--- src/rtl/ramtest_pkg.sv ---
package ramtest_pkg;

  typedef enum logic [1:0] {
    PASS_P55 = 2'd0,
    PASS_PAA = 2'd1,
    PASS_LO  = 2'd2,
    PASS_HI  = 2'd3
  } pass_t;

  typedef enum logic [2:0] {
    ST_IDLE,
    ST_WRITE,
    ST_HOLD,
    ST_READ,
    ST_DRAIN,
    ST_EVAL
  } seq_st_t;

endpackage

--- src/rtl/ramtest_chk.sv ---
// Read-back comparator: aligns each issued read with the data returned one
// cycle later and tracks the first contiguous run of mismatching bytes.
module ramtest_chk #(
  parameter int ADDR_W = 16,
  parameter int DATA_W = 8
) (
  input  logic              clk,
  input  logic              rst,
  input  logic              clr_i,
  input  logic              iss_i,
  input  logic [ADDR_W-1:0] iss_addr_i,
  input  logic [DATA_W-1:0] iss_exp_i,
  input  logic [DATA_W-1:0] rdata_i,
  output logic              bad_seen_o,
  output logic              run_open_o,
  output logic [ADDR_W-1:0] first_addr_o,
  output logic [ADDR_W-1:0] run_len_o
);

  logic              vld_q;
  logic [ADDR_W-1:0] addr_q;
  logic [DATA_W-1:0] exp_q;
  logic              miss;

  assign miss = vld_q && (rdata_i != exp_q);

  always_ff @(posedge clk) begin
    if (rst || clr_i) begin
      vld_q  <= 1'b0;
      addr_q <= '0;
      exp_q  <= '0;
    end else begin
      vld_q  <= iss_i;
      addr_q <= iss_addr_i;
      exp_q  <= iss_exp_i;
    end
  end

  always_ff @(posedge clk) begin
    if (rst || clr_i) begin
      bad_seen_o   <= 1'b0;
      run_open_o   <= 1'b0;
      first_addr_o <= '0;
      run_len_o    <= '0;
    end else if (vld_q) begin
      if (miss) begin
        if (!bad_seen_o) begin
          bad_seen_o   <= 1'b1;
          run_open_o   <= 1'b1;
          first_addr_o <= addr_q;
          run_len_o    <= ADDR_W'(1);
        end else if (run_open_o) begin
          run_len_o <= run_len_o + ADDR_W'(1);
        end
      end else if (run_open_o) begin
        run_open_o <= 1'b0;
      end
    end
  end

  // a recorded run is never empty
  p_run_nonzero_r4: assert property (@(posedge clk) disable iff (rst)
    bad_seen_o |-> (run_len_o != '0));

  // an open run implies a first failure was captured
  p_open_has_bad_r4: assert property (@(posedge clk) disable iff (rst)
    run_open_o |-> bad_seen_o);

  // once captured, the first failing address does not move within a pass
  p_first_fixed_r4: assert property (@(posedge clk) disable iff (rst)
    (bad_seen_o && !clr_i) |=> $stable(first_addr_o));

  // a closed run never grows again
  p_closed_frozen_r4: assert property (@(posedge clk) disable iff (rst)
    (bad_seen_o && !run_open_o && !clr_i) |=> $stable(run_len_o));

endmodule

--- src/rtl/ramtest_seq.sv ---
// Pass sequencer: write sweep, optional retention wait, read sweep, evaluate.
module ramtest_seq
  import ramtest_pkg::*;
#(
  parameter int ADDR_W     = 16,
  parameter int DATA_W     = 8,
  parameter int RETAIN_CYC = 375_000_000
) (
  input  logic              clk,
  input  logic              rst,
  input  logic              start_i,
  input  logic [ADDR_W-1:0] base_i,
  input  logic [ADDR_W-1:0] len_i,
  input  logic              bad_seen_i,
  input  logic              run_open_i,
  output logic              busy_o,
  output logic              accept_o,
  output logic              finish_o,
  output logic              fin_bad_o,
  output pass_t             fin_pass_o,
  output logic              clr_o,
  output logic              mem_en_o,
  output logic              mem_we_o,
  output logic [ADDR_W-1:0] mem_addr_o,
  output logic [DATA_W-1:0] mem_wdata_o,
  output logic              iss_o,
  output logic [DATA_W-1:0] iss_exp_o
);

  localparam bit HOLD_ON   = (RETAIN_CYC > 0);
  localparam int CNT_W     = (RETAIN_CYC > 1) ? $clog2(RETAIN_CYC) : 1;
  localparam int HOLD_LAST = (RETAIN_CYC > 0) ? RETAIN_CYC - 1 : 0;

  seq_st_t           state_q;
  pass_t             pass_q;
  logic [ADDR_W-1:0] base_q;
  logic [ADDR_W-1:0] len_q;
  logic [ADDR_W-1:0] addr_q;
  logic [ADDR_W-1:0] remain_q;
  logic [CNT_W-1:0]  hold_q;
  logic [1:0]        pass_nxt;
  logic              bad_closed;
  logic              last_beat;
  logic              addr_pass;
  logic [DATA_W-1:0] pat;

  function automatic logic [DATA_W-1:0] pattern(pass_t p, logic [ADDR_W-1:0] a);
    case (p)
      PASS_P55: return {(DATA_W/2){2'b01}};
      PASS_PAA: return {(DATA_W/2){2'b10}};
      PASS_LO:  return a[DATA_W-1:0];
      default:  return a[2*DATA_W-1:DATA_W];
    endcase
  endfunction

  assign pat        = pattern(pass_q, addr_q);
  assign pass_nxt   = pass_q + 2'd1;
  assign bad_closed = bad_seen_i && !run_open_i;
  assign last_beat  = (remain_q == ADDR_W'(1));
  assign addr_pass  = (pass_q == PASS_LO) || (pass_q == PASS_HI);

  assign busy_o      = (state_q != ST_IDLE);
  assign accept_o    = (state_q == ST_IDLE) && start_i;
  assign mem_en_o    = (state_q == ST_WRITE) || (state_q == ST_READ);
  assign mem_we_o    = (state_q == ST_WRITE);
  assign mem_addr_o  = addr_q;
  assign mem_wdata_o = pat;
  assign iss_o       = (state_q == ST_READ);
  assign iss_exp_o   = pat;
  assign fin_bad_o   = busy_o && bad_seen_i;
  assign fin_pass_o  = pass_q;

  always_comb begin
    finish_o = 1'b0;
    case (state_q)
      ST_IDLE:           finish_o = start_i && (len_i == '0);
      ST_READ, ST_DRAIN: finish_o = bad_closed;
      ST_EVAL:           finish_o = bad_seen_i || (pass_q == PASS_HI);
      default:           finish_o = 1'b0;
    endcase
  end

  assign clr_o = accept_o || ((state_q == ST_EVAL) && !finish_o);

  always_ff @(posedge clk) begin
    if (rst) begin
      state_q  <= ST_IDLE;
      pass_q   <= PASS_P55;
      base_q   <= '0;
      len_q    <= '0;
      addr_q   <= '0;
      remain_q <= '0;
      hold_q   <= '0;
    end else begin
      case (state_q)
        ST_IDLE: begin
          if (start_i) begin
            base_q   <= base_i;
            len_q    <= len_i;
            addr_q   <= base_i;
            remain_q <= len_i;
            pass_q   <= PASS_P55;
            if (len_i != '0) state_q <= ST_WRITE;
          end
        end
        ST_WRITE: begin
          hold_q <= '0;
          if (last_beat) begin
            addr_q   <= base_q;
            remain_q <= len_q;
            state_q  <= (HOLD_ON && addr_pass) ? ST_HOLD : ST_READ;
          end else begin
            addr_q   <= addr_q + ADDR_W'(1);
            remain_q <= remain_q - ADDR_W'(1);
          end
        end
        ST_HOLD: begin
          hold_q <= hold_q + CNT_W'(1);
          if (hold_q == CNT_W'(HOLD_LAST)) state_q <= ST_READ;
        end
        ST_READ: begin
          if (bad_closed) begin
            state_q <= ST_IDLE;
          end else if (last_beat) begin
            state_q <= ST_DRAIN;
          end else begin
            addr_q   <= addr_q + ADDR_W'(1);
            remain_q <= remain_q - ADDR_W'(1);
          end
        end
        ST_DRAIN: begin
          state_q <= bad_closed ? ST_IDLE : ST_EVAL;
        end
        ST_EVAL: begin
          if (finish_o) begin
            state_q <= ST_IDLE;
          end else begin
            pass_q   <= pass_t'(pass_nxt);
            addr_q   <= base_q;
            remain_q <= len_q;
            state_q  <= ST_WRITE;
          end
        end
        default: state_q <= ST_IDLE;
      endcase
    end
  end

  // every access stays inside the captured region
  p_addr_in_region_r2: assert property (@(posedge clk) disable iff (rst)
    mem_en_o |-> ((addr_q >= base_q) &&
                  ({1'b0, addr_q} < ({1'b0, base_q} + {1'b0, len_q}))));

  // the retention wait only occurs in the address passes
  p_hold_addr_pass_r6: assert property (@(posedge clk) disable iff (rst)
    (state_q == ST_HOLD) |-> addr_pass);

  // a read sweep starts at the region base
  p_read_from_base_r2: assert property (@(posedge clk) disable iff (rst)
    (state_q == ST_READ && $past(state_q) != ST_READ) |-> (addr_q == base_q));

endmodule

--- src/rtl/ramtest_engine.sv ---
module ramtest_engine
  import ramtest_pkg::*;
#(
  parameter int ADDR_W     = 16,
  parameter int DATA_W     = 8,
  parameter int RETAIN_CYC = 375_000_000
) (
  input  logic              clk,
  input  logic              rst,
  input  logic              start_i,
  input  logic [ADDR_W-1:0] base_i,
  input  logic [ADDR_W-1:0] len_i,
  output logic              busy_o,
  output logic              done_o,
  output logic [DATA_W-1:0] code_o,
  output logic [ADDR_W-1:0] fail_addr_o,
  output logic [ADDR_W-1:0] fail_len_o,
  output logic              mem_en_o,
  output logic              mem_we_o,
  output logic [ADDR_W-1:0] mem_addr_o,
  output logic [DATA_W-1:0] mem_wdata_o,
  input  logic [DATA_W-1:0] mem_rdata_i
);

  localparam logic [DATA_W-1:0] CODE_OK  = '0;
  localparam logic [DATA_W-1:0] CODE_P55 = {(DATA_W/2){2'b01}};
  localparam logic [DATA_W-1:0] CODE_PAA = {(DATA_W/2){2'b10}};
  localparam logic [DATA_W-1:0] CODE_LO  = DATA_W'(1);
  localparam logic [DATA_W-1:0] CODE_HI  = DATA_W'(2);

  logic              accept, finish, fin_bad, clr;
  pass_t             fin_pass;
  logic              iss;
  logic [DATA_W-1:0] iss_exp;
  logic              bad_seen, run_open;
  logic [ADDR_W-1:0] first_addr, run_len;
  logic [DATA_W-1:0] fail_code;

  always_comb begin
    case (fin_pass)
      PASS_P55: fail_code = CODE_P55;
      PASS_PAA: fail_code = CODE_PAA;
      PASS_LO:  fail_code = CODE_LO;
      default:  fail_code = CODE_HI;
    endcase
  end

  ramtest_seq #(
    .ADDR_W    (ADDR_W),
    .DATA_W    (DATA_W),
    .RETAIN_CYC(RETAIN_CYC)
  ) u_seq (
    .clk        (clk),
    .rst        (rst),
    .start_i    (start_i),
    .base_i     (base_i),
    .len_i      (len_i),
    .bad_seen_i (bad_seen),
    .run_open_i (run_open),
    .busy_o     (busy_o),
    .accept_o   (accept),
    .finish_o   (finish),
    .fin_bad_o  (fin_bad),
    .fin_pass_o (fin_pass),
    .clr_o      (clr),
    .mem_en_o   (mem_en_o),
    .mem_we_o   (mem_we_o),
    .mem_addr_o (mem_addr_o),
    .mem_wdata_o(mem_wdata_o),
    .iss_o      (iss),
    .iss_exp_o  (iss_exp)
  );

  ramtest_chk #(
    .ADDR_W(ADDR_W),
    .DATA_W(DATA_W)
  ) u_chk (
    .clk         (clk),
    .rst         (rst),
    .clr_i       (clr),
    .iss_i       (iss),
    .iss_addr_i  (mem_addr_o),
    .iss_exp_i   (iss_exp),
    .rdata_i     (mem_rdata_i),
    .bad_seen_o  (bad_seen),
    .run_open_o  (run_open),
    .first_addr_o(first_addr),
    .run_len_o   (run_len)
  );

  always_ff @(posedge clk) begin
    if (rst) begin
      done_o      <= 1'b0;
      code_o      <= CODE_OK;
      fail_addr_o <= '0;
      fail_len_o  <= '0;
    end else if (finish) begin
      done_o      <= 1'b1;
      code_o      <= fin_bad ? fail_code : CODE_OK;
      fail_addr_o <= fin_bad ? first_addr : '0;
      fail_len_o  <= fin_bad ? run_len : '0;
    end else if (accept) begin
      done_o <= 1'b0;
    end
  end

  // results hold while no new start arrives
  p_result_hold_r8: assert property (@(posedge clk) disable iff (rst)
    (done_o && !start_i) |=> (done_o && $stable(code_o) &&
                              $stable(fail_addr_o) && $stable(fail_len_o)));

  // done and busy never overlap
  p_busy_done_excl_r8: assert property (@(posedge clk) disable iff (rst)
    !(busy_o && done_o));

  // only the five defined codes appear
  p_code_legal_r3: assert property (@(posedge clk) disable iff (rst)
    done_o |-> (code_o == CODE_OK || code_o == CODE_P55 || code_o == CODE_PAA ||
                code_o == CODE_LO || code_o == CODE_HI));

  // a passing result carries empty fault fields
  p_clean_fields_r4: assert property (@(posedge clk) disable iff (rst)
    (done_o && code_o == CODE_OK) |-> (fail_addr_o == '0 && fail_len_o == '0));

  // the RAM port is quiet whenever the engine is idle
  p_idle_quiet_r5: assert property (@(posedge clk) disable iff (rst)
    !busy_o |-> !mem_en_o);

endmodule

--- config.mk ---
export PLATFORM = sky130hd
export DESIGN_NAME = ramtest_engine
export DESIGN_NICKNAME = d
export VERILOG_FILES = /design/src/rtl/ramtest_pkg.sv /design/src/rtl/ramtest_chk.sv /design/src/rtl/ramtest_seq.sv /design/src/rtl/ramtest_engine.sv
export SDC_FILE = /design/constraint.sdc
export NUM_CORES = 1
export LEC_CHECK = 0
export BUFFER_PORTS_ARGS = -buffer_cell sky130_fd_sc_hd__buf_2
export CAP_MARGIN = 15
export CORE_MARGIN = 3
export CORE_UTILIZATION = 30
export DETAILED_ROUTE_END_ITERATION = 12
export GPL_ROUTABILITY_DRIVEN = 0
export PLACE_DENSITY_LB_ADDON = 0.25
export RECOVER_POWER = 25
export SYNTH_ARGS = -nofsm -noshare
export SYNTH_HDL_FRONTEND = slang
export SYNTH_SLANG_ARGS = --single-unit
--- constraint.sdc ---
create_clock -name clk -period 2.14 [get_ports clk]
set_input_delay 0 -clock clk [delete_from_list [all_inputs] [get_ports clk]]
set_output_delay 0 -clock clk [all_outputs]
set_load 0.1 [all_outputs]
# Yosys cells after proc, flatten, opt, wreduce, memory -nomap -nowiden
# Index checks and enable logic that the tools add are counted.
# op_classes
add_sub_neg	5
n_mul	0
n_div	0
order_cmp	0
n_eq_ne	21
shifts	0
n_mux	38
n_bitwise	1
n_reduce_logical	31
# op_table
op	count
2-to-1 mux 16 bit	14
case mux 16 bit (4 select lines)	2
case mux 29 bit (2 select lines)	1
case mux 8 bit (3 select lines)	2
adder 16 x 1 -> 16 bit, second input constant	2
adder 29 x 1 -> 29 bit, second input constant	1
equality test 29 bit, second input constant	1
2-to-1 mux 3 bit	7
case mux 3 bit (6 select lines)	1
equality test 16 x 1 -> 1 bit, second input constant	1
zero test 16 bit	1
nonzero test 16 bit	1
subtractor 16 x 1 -> 16 bit, second input constant	1
inequality test 2 bit, second input constant	7
AND reduction 5 bit	2
AND reduction 3 bit	3
2-to-1 mux 8 bit	1
inequality test 8 bit	1
equality test 3 x 2 -> 1 bit, second input constant	2
equality test 3 bit, second input constant	2
logical AND 1 bit	6
2-to-1 mux 1 bit	6
AND reduction 2 bit	3
nonzero test 2 bit	3
17 further kinds	25
# word_totals
register_bits	198
latchBits	0
mem_bits_rw	0
romBits	0
in_bits	43
output_inout_bits	68
elab_cells	114
memories	0

# Depth between registers and ports, before layout
# logic_depth
depth_word	7
mapped_depth	11
mapped_depth_nobuf	8

# By module
# Synthesis repeated with hierarchy kept, for this count alone.
# unflattened
hier_cells	1129
area_unflattened_um2	9365.2
# modules_own_cells
module	n_inst	cells_each	area_each_um2	seq_area_each_um2
ramtest_seq	1	716	5467.7	1961.9
ramtest_chk	1	245	2384.8	1181.1
ramtest_engine	1	168	1512.7	740.7

# Least setup slack after synthesis
# No wires, ideal clock.
# synth_timing
path_type	register to register
start	register u_seq.addr_q[6] (netlist: u_seq.mem_addr_o[6])
end	register u_chk.exp_q[6]
setup_ns	0.072
t_arrival_ns	3.823
required_ns	2.068
slack_ns	-1.755
stages_incl_launch_ff	5
path_buffers	1
synth_period_minus_slack_ns	3.895
path_cell_list	dfxtp_1 -> clkbuf_1 -> a21oi_1 -> o21ai_0 -> and3_1
# synth_between
elab_chain_cells	1
# synth_lines
element	line	source
from (decl)	ramtest_seq.sv:38	logic [ADDR_W-1:0] addr_q;
from (signal assigned)	ramtest_seq.sv:100	addr_q <= base_i;
from (signal assigned)	ramtest_seq.sv:109	addr_q <= base_q;
from (signal assigned)	ramtest_seq.sv:113	addr_q <= addr_q + ADDR_W'(1);
case mux 8 bit (3 select lines)	ramtest_seq.sv:48	case (p)
via mem_wdata_o[6]	ramtest_engine.sv:21	output logic [DATA_W-1:0] mem_wdata_o,
to (signal assigned)	ramtest_chk.sv:35	exp_q <= iss_exp_i;
to (decl)	ramtest_chk.sv:22	logic [DATA_W-1:0] exp_q;
# The timed path passes the listed nets, and every way through them passes these cells.
# A chain may end at the register's enable or synchronous reset.

# Worst setup path in the final report
# layout_timing
start	register u_seq.remain_q[0]
end	register u_seq.remain_q[14]
# layout_between
elab_chain_cells	4
word_cells_on_any_way	8
cone_classes	add/sub (1); eq/ne (2); mux (4); reduce/logical (1)
# layout_lines
element	line	source
from (decl)	ramtest_seq.sv:39	logic [ADDR_W-1:0] remain_q;
from (signal assigned)	ramtest_seq.sv:101	remain_q <= len_i;
from (signal assigned)	ramtest_seq.sv:110	remain_q <= len_q;
from (signal assigned)	ramtest_seq.sv:114	remain_q <= remain_q - ADDR_W'(1);
subtractor 16 x 1 -> 16 bit	ramtest_seq.sv:114, ramtest_seq.sv:128	
2-to-1 mux 16 bit	ramtest_seq.sv:124	end else if (last_beat) begin
2-to-1 mux 16 bit	ramtest_seq.sv:122	if (bad_closed) begin
case mux 16 bit (4 select lines)	ramtest_seq.sv:95	case (state_q)
# Several ways; a longest one is shown, not always the timed one. The select of a mux whose other input is x is not followed.

==> flow_summary.json <==
{
  "r2r_cells": 8,
  "fin_area_um2": 11900,
  "worstReg2RegEnd": "u_seq.remain_q[14]",
  "leakagePower_nw": 4.28,
  "drive_above_1_share_pct": 20.0,
  "core_um2": 29200,
  "critPathMaxStageDelay_ns": 0.46,
  "antenna_found_initial": 2,
  "synthFlopType": "dfxtp_1",
  "cts_sinks": 194,
  "power_density_nw_per_um2": 1160,
  "final.period_utilization_pct": 98.3,
  "hold_class": "input pin to register",
  "grt_max_degree": 118,
  "fin_util_pct": 41.0,
  "num_rows": 62,
  "ys.warnings.count": 0,
  "end_kind": "register",
  "reg2reg_from": "u_seq.remain_q[0]",
  "path_cells": "inv_4 > ha_4 > or3b_4 > or4_4 > or2_4 > o21ai_2 > a21oi_1 > a211oi_1",
  "setup_ws_ns": 0.0365,
  "max_slew_margin_pct": 16.1,
  "numPortBuffers": 110,
  "synth_top_area_share_pct": 43.1,
  "worst_pin_slew_ns": 1.26,
  "routedWlPerCell_um": 16.1,
  "p_total_mw": 13.8,
  "cp_data_arrival_time_ns": 2.47,
  "fmax_mhz": 475,
  "first_pass_iters": 5,
  "slowest_stage": "or4_4",
  "areaGrowthSynthToFinish_pct": 32.5,
  "critical_path_class": "register to register",
  "synthesis.nets": 1206,
  "hold_end": "u_seq.hold_q[10]",
  "synth.avg_cell_area_um2": 7.83,
  "hold_path.startpoint": "rst",
  "hpwl_um": 19400,
  "pin_count": 111,
  "crit_family": "simple AND/OR/NAND/NOR gates",
  "finalMaxSlewViolations": 0,
  "dieArea_um2": 32200,
  "finalHoldViolCount": 0,
  "overflow": 0,
  "fin_crit_ns": 2.10,
  "dpl_worst_slack_ns": -0.147,
  "mostFrequentLayoutCell": "nand2_1",
  "final_cell_mix": "nand2_1 (206), dfxtp_1 (176), a21oi_1 (128), buf_4 (97), nor2_1 (75)",
  "post-route-drc-count": 0,
  "vias": 8931,
  "synthDistinctLibCells": 67,
  "wl_um": 28000,
  "rrSetupSlack_ns": 0.04,
  "fillCellCount": 3043,
  "clock_skew_ns": 0.0220,
  "final_cell_count_no_fill": 1733,
  "required_ns": 2.50,
  "clk_latency_ns": 0.45,
  "synthesis.area_um2": 9020,
  "start_kind": "register",
  "nNetsFinal": 1388,
  "clkTransAtPathRegs_ns": 0.09,
  "min_path_cells": 3,
  "cts_buffers": 17,
  "crit_path_max_fanout": 5,
  "clock_path_buffers": 2,
  "h-tree-depth": 4,
  "placed_area_um2": 10800,
  "cts_tree": "built",
  "synth_top_area_cell": "dfxtp_1",
  "async_reset_ff_share_pct": 0,
  "grt_first_pass_wirelength_um": 44200,
  "die_h_um": 179,
  "start_util_pct": 30.9,
  "cts_root_buf": "clkbuf_16",
  "status": "complete, no violations",
  "cap_violations": 0,
  "peakVddDrop_v": 0.000701,
  "synth-seq-cells": 194,
  "worstSetupPathDepth": 8,
  "synth_area_leaders": "dfxtp_1 (43%), nand2_1 (8.6%), a21oi_1 (7.2%)",
  "syn-instance-count": 1152,
  "grt_pass1_vias": 8254,
  "track_usage_pct": 17.1,
  "vias_per_cell": 5.15,
  "setup_viol": 0,
  "yosysSeqAreaShare_pct": 43.1,
  "synth_edf_count": 0,
  "crit_buf_inv": 1,
  "dp_cells": 1659,
  "ant_nets": 0,
  "die_w_um": 179,
  "rsz0062_at_grt": "yes",
  "drt-initial-drc-count": 629
}
[what timing repair did]
action,in CTS,in global routing
gates cloned,0,1
gates resized for setup,8,46
hold buffers,33,0
buffers inserted,0,6
endpoints found under the hold margin,58,0
pin swaps,0,14
setup endpoints to repair,24,43
[metal layers]
layer	up-vias	track usage [%]	wire length, um
li1	4492	-	-
met1	4188	24.2	13600
met2	220	26.8	12600
met3	31	2.87	1280
met4	0	5.15	565
met5	-	0	0
[kinds of logic after synthesis]
kind of cell | after synthesis | share of synthesized area (%)
simple gates | 500 | 26.2
compound gates | 301 | 20.7
flops | 194 | 43.1
buf+inv | 108 | 4.76
xor+xnor | 32 | 3.11
fa+ha+maj | 11 | 1.53
mux | 6 | 0.721
[cell usage after synthesis (3+ instances only)]
library cell / number
nor3b_1: 3
or4_1: 11
inv_1: 22
or3_1: 11
nor2_1: 81
a221oi_1: 3
nand2b_1: 11
o311ai_0: 4
o31a_1: 3
ha_1: 11
nor4_1: 18
o2bb2ai_1: 4
nor3_1: 23
a31oi_1: 19
o211ai_1: 12
nand3_1: 66
o22ai_1: 7
o21ai_0: 48
a21oi_1: 130
o2111ai_1: 3
nor2b_1: 4
nand2_1: 207
a221o_1: 3
xnor2_1: 22
nand4_1: 17
and2_1: 4
a211oi_1: 9
clkbuf_1: 76
dfxtp_1: 194
and3_1: 28
o221ai_1: 19
o41ai_1: 3
mux2_2: 4
o31ai_1: 6
xor2_1: 10
buf_4: 4
a22oi_1: 9
[how the worst max path moves through the flow]
stage | from | end
floorplan | u_seq.state_q[2] | u_seq.hold_q[26]
global placement | u_seq.remain_q[1] | u_seq.remain_q[11]
detailed placement | u_seq.remain_q[1] | u_seq.remain_q[11]
CTS | u_seq.remain_q[0] | u_seq.mem_addr_o[6]
global route | u_seq.state_q[1] | u_seq.mem_addr_o[13]
finish | u_seq.remain_q[0] | u_seq.remain_q[14]
[power breakdown]
part	internal, mW	switching (mW)
registers	4.13	0.585
logic	2.03	3.83
clock network	1.60	1.67
[worst reg2reg max path: stages (launching register included)]
cell and delay [ns]:
dfxtp_4 0.38, inv_4 0.06, ha_4 0.11, or3b_4 0.37
or4_4 0.46, or2_4 0.28, o21ai_2 0.10, a21oi_1 0.07
a211oi_1 0.19
[through the flow]
stage / hold WS, ns / TNS [ns]
CTS: 0.0423 / -0.0175
global route: 0.0743 / -0.234
global placement: 0.269 / -0.748
finish: 0.0654 / 0
detailed placement: 0.273 / -1.12
floorplan: 0.136 / -0.0980
[area by class of cell]
class                      instances  area [um2]  area share, %
multi-input combinational        851        5040           42.2
sequential                       194        3920           32.8
timing repair buffer             246        1790           15.0
tap                              384         480           4.02
clock buffer                      18         429           3.59
clock inverter                    14         178           1.49
inverter                          24         104          0.869
antenna                            2        5.00         0.0419
[state kept, by name (all words and copies together), names as in the netlist, 4 cells and up]
name                cells
fail_len_o             16
u_seq.base_q           16
u_chk.first_addr_o     16
u_seq.remain_q         16
u_seq.hold_q           29
code_o                  4
u_chk.addr_q           16
u_seq.mem_addr_o       16
fail_addr_o            16
u_chk.exp_q             8
u_chk.run_len_o        16
u_seq.len_q            16
Note: power is estimated with default switching activity, not from simulation.
